`src/rtl/tw_pkg.sv`:
```
package tw_pkg;

    localparam logic [4:0] BURST_IDX = 5'd31;
    localparam logic [7:0] CHG_RESET = 8'h5C;
    localparam logic [3:0] CHG_KEY   = 4'b1010;

    typedef enum logic [1:0] {
        PH_CMD,
        PH_WR,
        PH_RD,
        PH_SKIP
    } phase_e;

    typedef struct packed {
        logic       valid;
        logic       ram;
        logic [4:0] idx;
        logic       rd;
    } cmd_t;

    typedef struct packed {
        logic       en;
        logic       two_diodes;
        logic [1:0] res;
    } chg_t;

    function automatic cmd_t cmd_decode(input logic [7:0] b);
        cmd_t c;
        c.rd    = b[0];
        c.idx   = b[5:1];
        c.ram   = b[6];
        c.valid = b[7];
        return c;
    endfunction

    function automatic chg_t chg_decode(input logic [7:0] r);
        chg_t c;
        c.en         = (r[7:4] == CHG_KEY) && (r[3] ^ r[2]) && (r[1:0] != 2'b00);
        c.two_diodes = c.en & r[3];
        c.res        = c.en ? r[1:0] : 2'b00;
        return c;
    endfunction

endpackage

```
`src/rtl/tw_edge.sv`:
```
module tw_edge (
    input  logic clk,
    input  logic rst,
    input  logic ce,
    input  logic sclk,
    output logic rise,
    output logic fall
);
    logic sclk_q;

    always_ff @(posedge clk) begin
        if (rst) sclk_q <= 1'b0;
        else     sclk_q <= sclk;
    end

    assign rise = ce &  sclk & ~sclk_q;
    assign fall = ce & ~sclk &  sclk_q;
endmodule

```
`src/rtl/tw_regs.sv`:
```
module tw_regs
    import tw_pkg::*;
#(
    parameter int NUM_TIME  = 7,
    parameter int RAM_DEPTH = 31
) (
    input  logic                          clk,
    input  logic                          rst,
    input  logic                          wr_en,
    input  logic                          wr_ram,
    input  logic [4:0]                    wr_idx,
    input  logic [7:0]                    wr_data,
    input  logic                          rd_ram,
    input  logic [4:0]                    rd_idx,
    input  logic                          rd_shadow,
    input  logic                          snap,
    input  logic [8*NUM_TIME-1:0]         tk_time,
    output logic [7:0]                    rd_data,
    output logic                          wp,
    output chg_t                          chg,
    output logic                          tk_wr_en,
    output logic [$clog2(NUM_TIME)-1:0]   tk_wr_idx,
    output logic [7:0]                    tk_wr_data
);
    localparam int CTRL_IDX = NUM_TIME;
    localparam int CHG_IDX  = NUM_TIME + 1;
    localparam int IW       = $clog2(NUM_TIME);

    logic                     wp_q;
    logic [7:0]               chg_q;
    logic [8*NUM_TIME-1:0]    shadow_q;
    logic [7:0]               ram_q [RAM_DEPTH];

    assign wp         = wp_q;
    assign chg        = chg_decode(chg_q);
    assign tk_wr_en   = wr_en && !wr_ram && (int'(wr_idx) < NUM_TIME) && !wp_q;
    assign tk_wr_idx  = wr_idx[IW-1:0];
    assign tk_wr_data = wr_data;

    always_ff @(posedge clk) begin
        if (rst) begin
            wp_q     <= 1'b1;
            chg_q    <= CHG_RESET;
            shadow_q <= '0;
            for (int i = 0; i < RAM_DEPTH; i++) ram_q[i] <= 8'h00;
        end else begin
            if (snap) shadow_q <= tk_time;
            if (wr_en && !wr_ram) begin
                if (int'(wr_idx) == CTRL_IDX)           wp_q  <= wr_data[7];
                if (int'(wr_idx) == CHG_IDX && !wp_q)   chg_q <= wr_data;
            end
            if (wr_en && wr_ram && !wp_q && int'(wr_idx) < RAM_DEPTH)
                ram_q[wr_idx] <= wr_data;
        end
    end

    always_comb begin
        rd_data = 8'h00;
        if (rd_ram) begin
            if (int'(rd_idx) < RAM_DEPTH) rd_data = ram_q[rd_idx];
        end else if (int'(rd_idx) < NUM_TIME) begin
            rd_data = rd_shadow ? shadow_q[int'(rd_idx)*8 +: 8]
                                : tk_time[int'(rd_idx)*8 +: 8];
        end else if (int'(rd_idx) == CTRL_IDX) begin
            rd_data = {wp_q, 7'b0};
        end else if (int'(rd_idx) == CHG_IDX) begin
            rd_data = chg_q;
        end
    end
endmodule

```
`src/rtl/tw_reg_port.sv`:
```
module tw_reg_port
    import tw_pkg::*;
#(
    parameter int NUM_TIME  = 7,
    parameter int RAM_DEPTH = 31
) (
    input  logic                          clk,
    input  logic                          rst,
    input  logic                          ce,
    input  logic                          sclk,
    input  logic                          sdio_in,
    output logic                          sdio_out,
    output logic                          sdio_oe,
    input  logic [8*NUM_TIME-1:0]         tk_time,
    output logic                          tk_wr_en,
    output logic [$clog2(NUM_TIME)-1:0]   tk_wr_idx,
    output logic [7:0]                    tk_wr_data,
    output logic                          snap_req,
    output logic                          chg_en,
    output logic                          chg_two_diodes,
    output logic [1:0]                    chg_res
);
    localparam logic [4:0] CLK_LAST = 5'(NUM_TIME);
    localparam logic [4:0] RAM_LAST = 5'(RAM_DEPTH - 1);

    logic       rise, fall;
    phase_e     phase_q;
    logic [2:0] bit_q;
    logic [7:0] sh_q;
    logic [4:0] idx_q;
    logic       ram_q, burst_q, drop_q, oe_q, out_q;
    logic [7:0] nb_w, rd_data_w;
    cmd_t       cmd_w;
    logic       byte_done, at_last, wr_en_w, wp_w;
    chg_t       chg_w;

    tw_edge u_edge (
        .clk (clk), .rst (rst), .ce (ce), .sclk (sclk),
        .rise(rise), .fall(fall)
    );

    assign nb_w      = {sdio_in, sh_q[7:1]};
    assign cmd_w     = cmd_decode(nb_w);
    assign byte_done = rise && (bit_q == 3'd7);
    assign at_last   = idx_q == (ram_q ? RAM_LAST : CLK_LAST);
    assign wr_en_w   = byte_done && (phase_q == PH_WR) && !drop_q;
    assign snap_req  = byte_done && (phase_q == PH_CMD) && cmd_w.valid && cmd_w.rd
                       && !cmd_w.ram && (cmd_w.idx == BURST_IDX);

    always_ff @(posedge clk) begin
        if (rst || !ce) begin
            phase_q <= PH_CMD;
            bit_q   <= 3'd0;
            sh_q    <= 8'h00;
            idx_q   <= 5'd0;
            ram_q   <= 1'b0;
            burst_q <= 1'b0;
            drop_q  <= 1'b0;
            oe_q    <= 1'b0;
            out_q   <= 1'b0;
        end else begin
            if (rise && phase_q != PH_SKIP) begin
                bit_q <= bit_q + 3'd1;
                sh_q  <= nb_w;
            end
            if (byte_done) begin
                unique case (phase_q)
                    PH_CMD: begin
                        if (!cmd_w.valid) begin
                            phase_q <= PH_SKIP;
                        end else begin
                            phase_q <= cmd_w.rd ? PH_RD : PH_WR;
                            ram_q   <= cmd_w.ram;
                            burst_q <= cmd_w.idx == BURST_IDX;
                            idx_q   <= (cmd_w.idx == BURST_IDX) ? 5'd0 : cmd_w.idx;
                            drop_q  <= (cmd_w.idx == BURST_IDX) && !cmd_w.ram
                                       && !cmd_w.rd && wp_w;
                        end
                    end
                    PH_WR, PH_RD: begin
                        if (burst_q) begin
                            if (at_last) begin
                                phase_q <= PH_SKIP;
                                oe_q    <= 1'b0;
                            end else begin
                                idx_q <= idx_q + 5'd1;
                            end
                        end
                    end
                    default: ;
                endcase
            end
            if (fall && phase_q == PH_RD) begin
                out_q <= rd_data_w[bit_q];
                oe_q  <= 1'b1;
            end
        end
    end

    tw_regs #(.NUM_TIME(NUM_TIME), .RAM_DEPTH(RAM_DEPTH)) u_regs (
        .clk       (clk),
        .rst       (rst),
        .wr_en     (wr_en_w),
        .wr_ram    (ram_q),
        .wr_idx    (idx_q),
        .wr_data   (nb_w),
        .rd_ram    (ram_q),
        .rd_idx    (idx_q),
        .rd_shadow (burst_q && !ram_q),
        .snap      (snap_req),
        .tk_time   (tk_time),
        .rd_data   (rd_data_w),
        .wp        (wp_w),
        .chg       (chg_w),
        .tk_wr_en  (tk_wr_en),
        .tk_wr_idx (tk_wr_idx),
        .tk_wr_data(tk_wr_data)
    );

    assign sdio_out       = out_q;
    assign sdio_oe        = oe_q;
    assign chg_en         = chg_w.en;
    assign chg_two_diodes = chg_w.two_diodes;
    assign chg_res        = chg_w.res;
endmodule

```
`config.mk`:
```
export PLATFORM = sky130hd
export DESIGN_NAME = tw_reg_port
export DESIGN_NICKNAME = d
export VERILOG_FILES = /design/src/rtl/tw_pkg.sv /design/src/rtl/tw_edge.sv /design/src/rtl/tw_regs.sv /design/src/rtl/tw_reg_port.sv
export SDC_FILE = /design/constraint.sdc
export NUM_CORES = 1
export LEC_CHECK = 0
export ABC_AREA = 1
export BUFFER_PORTS_ARGS = -buffer_cell sky130_fd_sc_hd__buf_2
export CORE_ASPECT_RATIO = 2
export CORE_UTILIZATION = 30
export DETAILED_ROUTE_END_ITERATION = 12
export SLEW_MARGIN = 20
export SYNTH_ARGS = -nofsm -noshare
export SYNTH_HDL_FRONTEND = slang
export SYNTH_SLANG_ARGS = --single-unit
```
`constraint.sdc`:
```
create_clock -name clk -period 2.7 [get_ports clk]
set_input_delay 0.54 -clock clk [delete_from_list [all_inputs] [get_ports clk]]
set_output_delay 0.54 -clock clk [all_outputs]
set_load 0.01 [all_outputs]
```
==> results of run 1 <==
metal layers:
metal | vias up | track usage | share of wire
met5 | - | 0 | 0
met4 | 0 | 0.1535 | 0.087
met3 | 213 | 0.01810 | 0.048
met2 | 553 | 0.3573 | 0.54
met1 | 6674 | 0.1706 | 0.33
li1 | 6877 | - | -
cell usage in the layout, fill, tap and decap left out, types with 3 or more instances in the layout:
cell,synthesis,layout
a31oi_1,3,3
clkinv_2,0,9
inv_1,172,170
o22ai_1,3,3
dfxtp_1,93,86
nand2_2,3,15
nand2_1,454,442
buf_2,34,79
a211oi_1,3,3
nor2_1,428,426
nand4_1,3,3
buf_12,0,16
a21oi_1,88,88
bufinv_16,0,6
nand3_1,191,191
nor2_2,2,3
dfxtp_2,0,5
nor2_4,3,4
edfxtp_1,256,256
clkbuf_16,0,31
inv_2,7,9
ha_1,10,8
o21ai_0,163,163
buf_4,15,91
o211ai_1,23,23
clkinv_1,4,8
kinds of logic after synthesis:
group | after synthesis | synth area share
buf+inv | 310 | 0.07601
flops | 349 | 0.5643
simple gates | 1094 | 0.2618
compound gates | 288 | 0.09043
fa+ha+maj | 10 | 0.007394
flip-flops by register name, indices dropped and copies added (netlist names), named ones only:
register         flops
sdio_oe              1
ram_q                1
phase_q              2
idx_q                5
drop_q               1
bit_q                3
u_regs.chg_q         8
u_regs.ram_q       256
burst_q              1
u_regs.shadow_q     56
u_edge.sclk_q        1
sh_q                 7
u_regs.wp            1
sdio_out             1
stage by stage:
step                cell area (um^2)  setup slack, ps
floorplan                      16920            407.5
global placement               18610            36.51
detailed placement             18610           -30.79
CTS                            19800            14.77
global route                   19840            12.00
finish                         19840            72.79
how the worst max path moves through the flow:
stage | startpoint | cells past startpoint | end | slack, ps
after floorplan | sclk | 8 | u_regs.ram_q[31][0]$_DFFE_PP_ | 410
after global placement | sclk | 12 | u_regs.ram_q[3][3]$_SDFFCE_PN0P_ | 40
after detailed placement | sclk | 12 | u_regs.ram_q[19][1]$_SDFFCE_PN0P_ | -30
after CTS | bit_q[1]$_SDFFE_PP0P_ | 10 | tk_wr_en | 10
after global routing | bit_q[1]$_SDFFE_PP0P_ | 16 | u_regs.ram_q[21][1]$_SDFFCE_PN0P_ | 10
final | bit_q[1]$_SDFFE_PP0P_ | 10 | tk_wr_en | 70
cells in the mapped netlist (3+ instances only):
master    number  share of area
a211oi_1       3         0.0013
a21oi_1       88          0.026
a31oi_1        3         0.0011
buf_1          5         0.0011
buf_2         34          0.010
buf_4         15         0.0067
buf_6          3         0.0020
clkbuf_1      69          0.015
clkinv_1       4        0.00089
dfxtp_1       93           0.11
edfxtp_1     256           0.45
ha_1          10         0.0074
inv_1        172          0.038
inv_2          7         0.0016
nand2_1      454           0.10
nand2_2        3         0.0011
nand3_1      191          0.056
nand4_1        3         0.0011
nor2_1       428          0.095
nor2_4         3         0.0020
nor3_1         4         0.0012
nor4_1         3         0.0011
o211ai_1      23          0.010
o21ai_0      163          0.048
o22ai_1        3         0.0011
worst min-delay path: stages:
cell and delay (ps):
buf_2 100, inv_1 40, a21oi_1 50
final cells by class:
type / count / area (um^2)
Tap cell: 744 / 930.9
Fill cell: 5726 / 35720
Clock buffer: 32 / 779.5
Inverter: 183 / 686.9
Clock inverter: 25 / 299.0
Timing Repair Buffer: 186 / 1399
Sequential cell: 349 / 9563
Multi-Input combinational cell: 1392 / 6182
power groups by stage:
stage	sequential [mW]	combinational [mW]	clock, mW
6_report	5.96	0.507	4.74
5_1_grt	5.97	0.563	4.97
4_1_cts	5.95	0.505	4.81
3_5_place_dp	6.07	0.501	0
3_3_place_gp	6.07	0.494	0
2_1_floorplan	6.05	0.277	0
what timing repair did:
| item | CTS | global route |
|---|---|---|
| endpoints found under the setup margin | 2 | 226 |
| setup buffers | 8 | 0 |
| gates resized for setup | 16 | 13 |
| pin swaps | 4 | 2 |
==> impl_metrics.csv, run 1 <==
group,metric,value,unit
clock_network,hold_buffers,0,
global_routing,antenna_found_initial,0,
synthesis,synth-seq-cells,349,
synthesis,synth_warnings,0,
finish,nNetsFinal,2214,
power_and_ir_drop,power,11.20,mW
power_and_ir_drop,power_frac_seq,0.532,
detailed_routing,drt_first_pass_iters,5,
synthesis,synth_edf_count,256,
clock_network,clkTransAtPathRegs,70,ps
sta,final-hold-violation-count,0,
power_and_ir_drop,power_switching,2.466,mW
finish,instances_no_fill,2911,
detailed_routing,post_drt_wl_per_cell,18.01,um
worst_setup_path,crit_chain,"ha_4 > ha_4 > nand2_1 > inv_2 > nand2_2 > nor2_4 > buf_4 > nand2_2 > nor3_2 > buf_2",
sta,relSlewSlack,0.5626,
sta,min_period,2627,ps
place,place.gp.congestion,0.9339,
global_routing,grt_use_total,0.1844,
global_routing,gr-total-overflow,0,
die,die_y,337.9,um
die,std_cell_rows,122,
die,dieArea,57420,um^2
detailed_routing,viasPerCell,4.918,
clock_network,tritoncts,"done",
worst_setup_path,slowest_delay,350,ps
clock_network,cts_buffer_depth,3,
min_path,holdPathStages,3,
worst_setup_path,ff2ff_setup_slack,110,ps
worst_setup_path,worst-setup-path-type,"reg -> out",
sta,rsz0062_at_grt,"false",
run,drv_cap,0,
synthesis,async_flop_share,0,
clock_network,cts_buffers,31,
sta,setup_tns,0,ps
min_path,hp-class,"in -> reg",
clock_network,clockRootBuffer,"clkbuf_16",
global_routing,grt_pass1_wl,79490,um
die,start_util,0.3045,
worst_setup_path,cp-end-kind,"primary output",
sta,period_share,0.9730,
worst_setup_path,crit_arrival,2090,ps
power_and_ir_drop,internal_power,8.736,mW
global_routing,grt_start_max_net_pins,107,
clock_network,clk_latency,600,ps
worst_setup_path,cp_max_fo,4,
place,dpl.cell_count,2846,
sta,max_freq,380.6,MHz
power_and_ir_drop,power.density,564.6,nW/um^2
sta,worst_pin_slew,656.1,ps
sta,finClkSkew,12.44,ps
power_and_ir_drop,p_sw_frac,0.2202,
clock_network,h-tree-depth,1,
synthesis,avgSynthCellArea,8.250,um^2
finish,final_util,0.3571,
synthesis,yosysUniqueCellTypes,32,
detailed_routing,ant_nets,0,
die,core,55560,um^2
worst_setup_path,crit_path_start_kind,"flip-flop",
place,dpl.hpwl,36550,um
power_and_ir_drop,p_comb_frac,0.045,
power_and_ir_drop,ir_drop,0.0005295,V
finish,syn2layout_area_growth,17.25,%
die,fp.dieW,169.9,um
synthesis,synth_ff_type,"edfxtp_1",
place,numPortBuffers,79,
min_path,hold_end,"u_regs.shadow_q[12]$_SDFFE_PP0P_",
worst_setup_path,r2r_start,"bit_q[1]$_SDFFE_PP0P_",
sta,drv_slew,0,
detailed_routing,routed_wl,52430,um
sta,setup_violations,0,
sta,hold_ws,180.8,ps
worst_setup_path,path_buf_inv,3,
worst_setup_path,critPathTopFamily,"simple AND/OR/NAND/NOR gates",
synthesis,synth_nets,2122,
worst_setup_path,crit_slowest_cell,"dfxtp_2",
power_and_ir_drop,p_leak,8.010,nW
power_and_ir_drop,clkPwrFrac,0.423,
finish,antenna_cells,0,
synthesis,syn_inst,2051,
min_path,worstHoldStart,"tk_time[12]",
outcome,status,"finished, final reports clean",
detailed_routing,drt_iter0_drc,892,
die,ios,80,
worst_setup_path,rr_endpoint,"u_regs.ram_q[7][5]$_SDFFCE_PN0P_",
detailed_routing,drc,0,
detailed_routing,vias,14320,
worst_setup_path,rr_worst_depth,16,
finish,layout-drive-gt1-share,0.1311,
synthesis,synth_seq_area_share,0.5643,
synthesis,syn_area,16920,um^2
worst_setup_path,cp.required,2160,ps
global_routing,grt_pass1_vias,14490,
clock_network,clock-sinks,349,
No activity file was read; power rests on OpenSTA's default activity.
==> run 2, diff against run 1 <==
--- a/config.mk
+++ b/config.mk
@@ -5,7 +5,6 @@
 export SDC_FILE = /design/constraint.sdc
 export NUM_CORES = 1
 export LEC_CHECK = 0
-export ABC_AREA = 1
 export BUFFER_PORTS_ARGS = -buffer_cell sky130_fd_sc_hd__buf_2
 export CORE_ASPECT_RATIO = 2
 export CORE_UTILIZATION = 30
==> run 2 against run 1 <==
The run now ends with negative setup slack left. Sequential cell count is the same. Routed wire length shrank 4.9%. Final area grew 1.0%. Core utilization grew 0.36 points. Non-clock buffer count grew 35. Register-to-register slack lost 140 ps. Count of clock-buffer cells in the layout grew 7. Clock power shrank 5.5%. Final cell count shrank 20%. Combinational power shrank 17%. Via count shrank 18%. First-iteration DRC count shrank 13%. Largest cell class unchanged. Highest routed layer unchanged.
==> impl_metrics.csv, run 2 <==
group,metric,value,unit
global_routing,grt_use_met2,0.3578,
global_routing,grt_use_total,0.1746,
global_routing,grt_pass1_vias,12450,
sta,setup_violations,1,
die,die_y,338.2,um
sta,min_period,2735,ps
power_and_ir_drop,p_leak,7.004,nW
run,drv_cap,0,
min_path,holdPathStages,3,
power_and_ir_drop,power_switching,2.386,mW
power_and_ir_drop,ir_drop,0.0004764,V
die,core,55560,um^2
finish,syn2layout_area_growth,18.17,%
power_and_ir_drop,power_frac_seq,0.550,
finish,final_common_cell,"edfxtp_1",
die,ios,80,
synthesis,synth_warnings,0,
finish,final_cell_mix,"256 x edfxtp_1, 222 x nand2_1, 222 x and2_1",
detailed_routing,ant_nets,0,
synthesis,syn_inst,1433,
synthesis,synth-seq-cells,349,
synthesis,synth_area_leader_cell,"edfxtp_1",
detailed_routing,vias,11730,
clock_network,clockRootBuffer,"clkbuf_16",
worst_setup_path,crit_path_start_kind,"flip-flop",
synthesis,ys_top_cells_by_area,"edfxtp_1 45%, dfxtp_1 11%, and2_1 8.2%, mux4_2 7.7%, nand2_1 4.9%",
global_routing,grt_use_met1,0.1523,
finish,nNetsFinal,1645,
worst_setup_path,cp_max_fo,8,
sta,rsz0062_at_grt,"true",
sta,relSlewSlack,0.5190,
synthesis,yosysUniqueCellTypes,75,
min_path,hold_end,"u_regs.shadow_q[29]$_SDFFE_PP0P_",
sta,worst_pin_slew,721.5,ps
detailed_routing,drt_iter0_drc,779,
worst_setup_path,worst-setup-path-type,"reg -> reg",
synthesis,synth_seq_area_share,0.5631,
finish,top_regs,"u_regs.ram_q: 256 flops, u_regs.shadow_q: 56 flops, u_regs.chg_q: 8 flops",
clock_network,hold_buffers,0,
min_path,hp-class,"in -> reg",
global_routing,grt.met3_usage,0.01520,
synthesis,synth_nets,1504,
die,fp.dieW,170.1,um
clock_network,clkTransAtPathRegs,70,ps
finish,largest_reg_flops,256,
place,place.gp.congestion,0.8823,
power_and_ir_drop,power,10.88,mW
min_path,worstHoldStart,"tk_time[29]",
power_and_ir_drop,p_sw_frac,0.2192,
place,dpl_worst_slack,-143.5,ps
clock_network,clk_latency,600,ps
place,dpl.hpwl,36660,um
power_and_ir_drop,p_comb_frac,0.039,
finish,largest-register,"u_regs.ram_q",
detailed_routing,drt_first_pass_iters,5,
synthesis,synth_edf_count,256,
place,numPortBuffers,79,
die,dieArea,57540,um^2
place,dpl.cell_count,2283,
die,std_cell_rows,122,
clock_network,clock-sinks,349,
worst_setup_path,ff2ff_setup_slack,-30,ps
sta,period_share,1.013,
clock_network,h-tree-depth,1,
outcome,status,"finished with violations",
sta,drv_slew,0,
worst_setup_path,crit_arrival,3220,ps
finish,instances_no_fill,2342,
worst_setup_path,rr_endpoint,"sdio_out$_SDFFE_PP0P_",
sta,final.setup.worst_slack,-34.62,ps
sta,max_freq,365.7,MHz
synthesis,synth_ff_type,"edfxtp_1",
clock_network,cts_buffers,30,
synthesis,yosysTopAreaCellShare,0.4533,
finish,antenna_cells,0,
die,start_util,0.3052,
synthesis,syn_area,16960,um^2
global_routing,gr-total-overflow,0,
worst_setup_path,rr_worst_depth,9,
outcome,violations,"negative setup slack",
global_routing,busiest_layer,"met2",
worst_setup_path,cp-end-kind,"flip-flop",
detailed_routing,viasPerCell,5.010,
detailed_routing,post_drt_wl_per_cell,21.29,um
power_and_ir_drop,power.density,543.1,nW/um^2
synthesis,avgSynthCellArea,11.83,um^2
synthesis,synthTopCellsByCount,"256 x edfxtp_1, 223 x and2_1, 223 x nand2_1",
detailed_routing,routed_wl,49850,um
sta,final-hold-violation-count,0,
worst_setup_path,cp.required,3190,ps
synthesis,async_flop_share,0,
power_and_ir_drop,internal_power,8.496,mW
sta,finClkSkew,16.86,ps
synthesis,synth_most_common_cell,"edfxtp_1",
power_and_ir_drop,clkPwrFrac,0.411,
global_routing,grt_pass1_wl,74320,um
global_routing,grt_start_max_net_pins,62,
finish,layout-drive-gt1-share,0.2478,
detailed_routing,drc,0,
clock_network,tritoncts,"done",
clock_network,cts_buffer_depth,3,
global_routing,antenna_found_initial,0,
run 2: worst max-delay path by stage:
stage                       endpoint                  start  cells past startpoint
6_report       sdio_out$_SDFFE_PP0P_              flip-flop                      9
2_1_floorplan  sdio_out$_SDFFE_PP0P_              flip-flop                      8
5_1_grt        sdio_out$_SDFFE_PP0P_              flip-flop                      9
3_5_place_dp   sdio_out$_SDFFE_PP0P_              flip-flop                     10
4_1_cts                     tk_wr_en  bit_q[0]$_SDFFE_PP0P_                      6
3_3_place_gp   sdio_out$_SDFFE_PP0P_              flip-flop                      9
run 2: layout make-up:
cell class | instances | area [um^2]
Timing Repair Buffer | 221 | 1678
Inverter | 12 | 47.55
Multi-Input combinational cell | 960 | 6835
Clock inverter | 17 | 181.4
Clock buffer | 39 | 805.8
Tap cell | 744 | 930.9
Fill cell | 5540 | 35520
Sequential cell | 349 | 9560
run 2: cells by family after synthesis:
family	after synthesis	synth area share
AO/OA/AOI/OAI	167	0.06301
XOR/XNOR	2	0.001033
adder cells (fa/ha/maj)	10	0.007378
buffers and inverters	124	0.03955
flip-flops	349	0.5631
multiplexers	113	0.1240
AND/OR/NAND/NOR	668	0.2019
run 2: worst max-delay path, cell delays in order, from the launching register on:
cell	delay, ps
dfxtp_4	480
clkbuf_16	210
buf_12	100
buf_4	120
mux4_2	490
mux4_2	500
o22ai_1	240
a211o_1	160
a2111oi_2	60
a311o_1	280
run 2: power groups by stage:
stage               clock [mW]  sequential (mW)  combinational [mW]
floorplan                    0             6.06               0.240
global placement             0             6.10               0.413
detailed placement           0             6.11               0.417
CTS                       4.56             5.99               0.420
global route              4.70             6.00               0.448
finish                    4.48             5.98               0.421
run 2: stage by stage:
step	util	hold slack, ps	TNS (ps)	area, um^2
5_1_grt	0.3607	185.6	-93.02	20040
2_1_floorplan	-	433.1	0	16960
4_1_cts	0.3579	168.1	-18.59	19890
3_3_place_gp	0.3398	438.4	-72.59	18880
6_report	0.3607	190.6	-34.62	20040
3_5_place_dp	0.3398	445.5	-143.5	18880
run 2: repair_timing:
action	4_1_cts	5_1_grt
pin swaps	2	8
buffers inserted	0	5
resized for setup	11	22
setup endpoints to repair	3	3
cloned	0	1
run 2: metal layers:
metal  vias to the layer above  part of all wire
met4                         0             0.070
met5                         -                 0
met2                       416              0.59
met3                       140             0.041
met1                      5752              0.30
li1                       5425                 -
==> run 3, diff against run 2 <==
==> constraint.sdc (replaced) <==
create_clock -name clk -period 2.8 [get_ports clk]
set_input_delay 0.56 -clock clk [delete_from_list [all_inputs] [get_ports clk]]
set_output_delay 0.56 -clock clk [all_outputs]
set_load 0.01 [all_outputs]
==> run 3 against run 2 <==
The run now ends clean. Routed wire length fell by 0.12%. Critical path type unchanged. Combinational power is 5% lower. Final area down 1.2%. First-iteration DRC count decreased by 6.2%. Largest cell class unchanged. Highest routed layer unchanged. Critical endpoint unchanged. Worst hold slack gained 24 ps. Largest power group unchanged.
==> impl_metrics.csv, run 3 (same netlist as run 2, synthesis figures left out) <==
group,metric,value,unit
worst_setup_path,crit_arrival,3230,ps
sta,setup_tns,0,ps
worst_setup_path,cp_max_fo,11,
detailed_routing,routed_wl,49790,um
detailed_routing,drt_iter0_drc,731,
place,dpl.hpwl,36910,um
detailed_routing,drt-met1-wl,15380,um
global_routing,antenna_found_initial,0,
power_and_ir_drop,power_frac_seq,0.541,
sta,final.setup.worst_slack,53.91,ps
die,fp.dieW,170.1,um
finish,final_util,0.3563,
worst_setup_path,crit_slowest_cell,"mux4_2",
detailed_routing,vias,11610,
worst_setup_path,crit_chain,"buf_12 > buf_4 > mux4_2 > mux2i_1 > mux2i_1 > nor3_2 > nor3_2 > a211oi_2 > a2111oi_2 > a311o_1",
power_and_ir_drop,ir_drop,0.0005387,V
detailed_routing,topRoutingLayerUsed,"met4",
sta,rsz0062_at_grt,"true",
sta,drv_slew,0,
detailed_routing,ant_nets,0,
die,die_y,338.2,um
detailed_routing,post_drt_wl_per_cell,21.47,um
run,drv_cap,0,
global_routing,gr-total-overflow,0,
outcome,status,"finished, final reports clean",
sta,period_share,0.9807,
global_routing,grt_start_max_net_pins,70,
die,core,55560,um^2
power_and_ir_drop,internal_power,8.412,mW
power_and_ir_drop,clkPwrFrac,0.422,
finish,largest_reg_flops,256,
finish,instances_no_fill,2319,
finish,largest-register,"u_regs.ram_q",
detailed_routing,viasPerCell,5.006,
power_and_ir_drop,p_comb_frac,0.038,
finish,top_regs,"u_regs.ram_q: 256 flops, u_regs.shadow_q: 56 flops, u_regs.chg_q: 8 flops",
sta,min_period,2746,ps
worst_setup_path,crit_path_start_kind,"flip-flop",
worst_setup_path,worst-setup-path-type,"reg -> reg",
clock_network,tritoncts,"done",
sta,max_freq,364.2,MHz
detailed_routing,drt_first_pass_iters,5,
power_and_ir_drop,power.density,539.0,nW/um^2
worst_setup_path,slowest_delay,560,ps
clock_network,h-tree-depth,1,
sta,setup_violations,0,
die,std_cell_rows,122,
power_and_ir_drop,p_sw_frac,0.2118,
clock_network,clkTransAtPathRegs,80,ps
power_and_ir_drop,p_leak,6.912,nW
power_and_ir_drop,power_switching,2.260,mW
place,numPortBuffers,79,
finish,layout-drive-gt1-share,0.2324,
finish,final_cell_mix,"256 x edfxtp_1, 223 x and2_1, 222 x nand2_1",
clock_network,clockRootBuffer,"clkbuf_16",
place,place.gp.congestion,0.8924,
global_routing,grt_pass1_vias,12270,
die,start_util,0.3052,
clock_network,hold_buffers,0,
clock_network,clock-sinks,349,
worst_setup_path,cp.required,3280,ps
sta,finClkSkew,21.28,ps
finish,final_common_cell,"edfxtp_1",
sta,worst_pin_slew,802.2,ps
sta,final-hold-violation-count,0,
global_routing,grt_use_total,0.1754,
sta,hold_ws,214.3,ps
place,dpl.cell_count,2260,
finish,syn2layout_area_growth,16.76,%
clock_network,clk_latency,580,ps
die,dieArea,57540,um^2
finish,nNetsFinal,1625,
place,dpl_worst_slack,-54.62,ps
clock_network,cts_buffer_depth,3,
worst_setup_path,cp-end-kind,"flip-flop",
finish,antenna_cells,0,
clock_network,cts_buffers,28,
global_routing,grt_pass1_wl,74370,um
min_path,hp-class,"in -> reg",
detailed_routing,drc,0,
die,ios,80,
detailed_routing,met2RoutedLength,28790,um
detailed_routing,dr_wl_met3,1803,um
sta,relSlewSlack,0.4652,
==> run 3: cell types whose count changed in the layout (fill, tap and decap cells not counted), moves of 3 or more <==
| cell | before | now |
|---|---|---|
| mux4_2 | 61 | 58 |
| buf_12 | 14 | 9 |
| buf_6 | 5 | 1 |
| a22oi_2 | 3 | 0 |
| a22oi_1 | 0 | 3 |
| clkbuf_16 | 32 | 29 |
| dfxtp_2 | 3 | 0 |
| bufinv_16 | 3 | 7 |
| buf_4 | 124 | 115 |
| clkbuf_1 | 8 | 2 |
| mux4_1 | 12 | 15 |
==> run 3: per-stage QoR <==
| step | power, mW | instance area [um^2] |
|---|---|---|
| 2_1_floorplan | 6.076 | 16960 |
| 3_3_place_gp | 6.279 | 18650 |
| 3_5_place_dp | 6.292 | 18650 |
| 4_1_cts | 10.75 | 19720 |
| 5_1_grt | 10.93 | 19800 |
| 6_report | 10.67 | 19800 |
==> run 3: critical path, delay by kind of cell (launching register included) <==
| family | cells | cell delay, ps |
|---|---|---|
| buffers and inverters | 2 | 330 |
| flip-flops | 1 | 440 |
| AND/OR/NAND/NOR | 2 | 360 |
| AO/OA/AOI/OAI | 3 | 680 |
| multiplexers | 3 | 820 |
==> run 3: path summary, 6_finish.rpt <==
check                                                       from                                to  slack [ps]  depth (start not counted)
worst max-delay path                                   flip-flop             sdio_out$_SDFFE_PP0P_          50                         10
worst min-delay path                                 tk_time[27]  u_regs.shadow_q[27]$_SDFFE_PP0P_         210                          3
worst max register to register                         flip-flop             sdio_out$_SDFFE_PP0P_          50                         10
worst min register to register  u_regs.shadow_q[32]$_SDFFE_PP0P_  u_regs.shadow_q[32]$_SDFFE_PP0P_         460                          2
==> run 3: cell type report <==
type / instances / area, um^2
Clock inverter: 20 / 300.3
Tap cell: 744 / 930.9
Clock buffer: 31 / 733.2
Timing Repair Buffer: 203 / 1445
Fill cell: 5504 / 35760
Inverter: 12 / 48.80
Multi-Input combinational cell: 960 / 6780
Sequential cell: 349 / 9560
==> run 3: what timing repair did <==
item	in CTS	in global routing
pin swaps	0	2
setup endpoints to repair	3	3
resized for setup	7	5
setup buffers	1	7
hold endpoints to repair	0	0
==> run 3: power groups by stage <==
stage	logic (mW)	registers [mW]	clock network (mW)
final	0.402	5.77	4.50
after global routing	0.425	5.78	4.72
after CTS	0.403	5.77	4.57
after detailed placement	0.401	5.89	0
after global placement	0.397	5.88	0
after floorplan	0.231	5.84	0
==> run 3: per-layer routing <==
metal	GRT usage	vias to the layer above
li1	-	5385
met1	0.1550	5699
met2	0.3543	375
met3	0.01660	150
met4	0.1258	0
met5	0	-
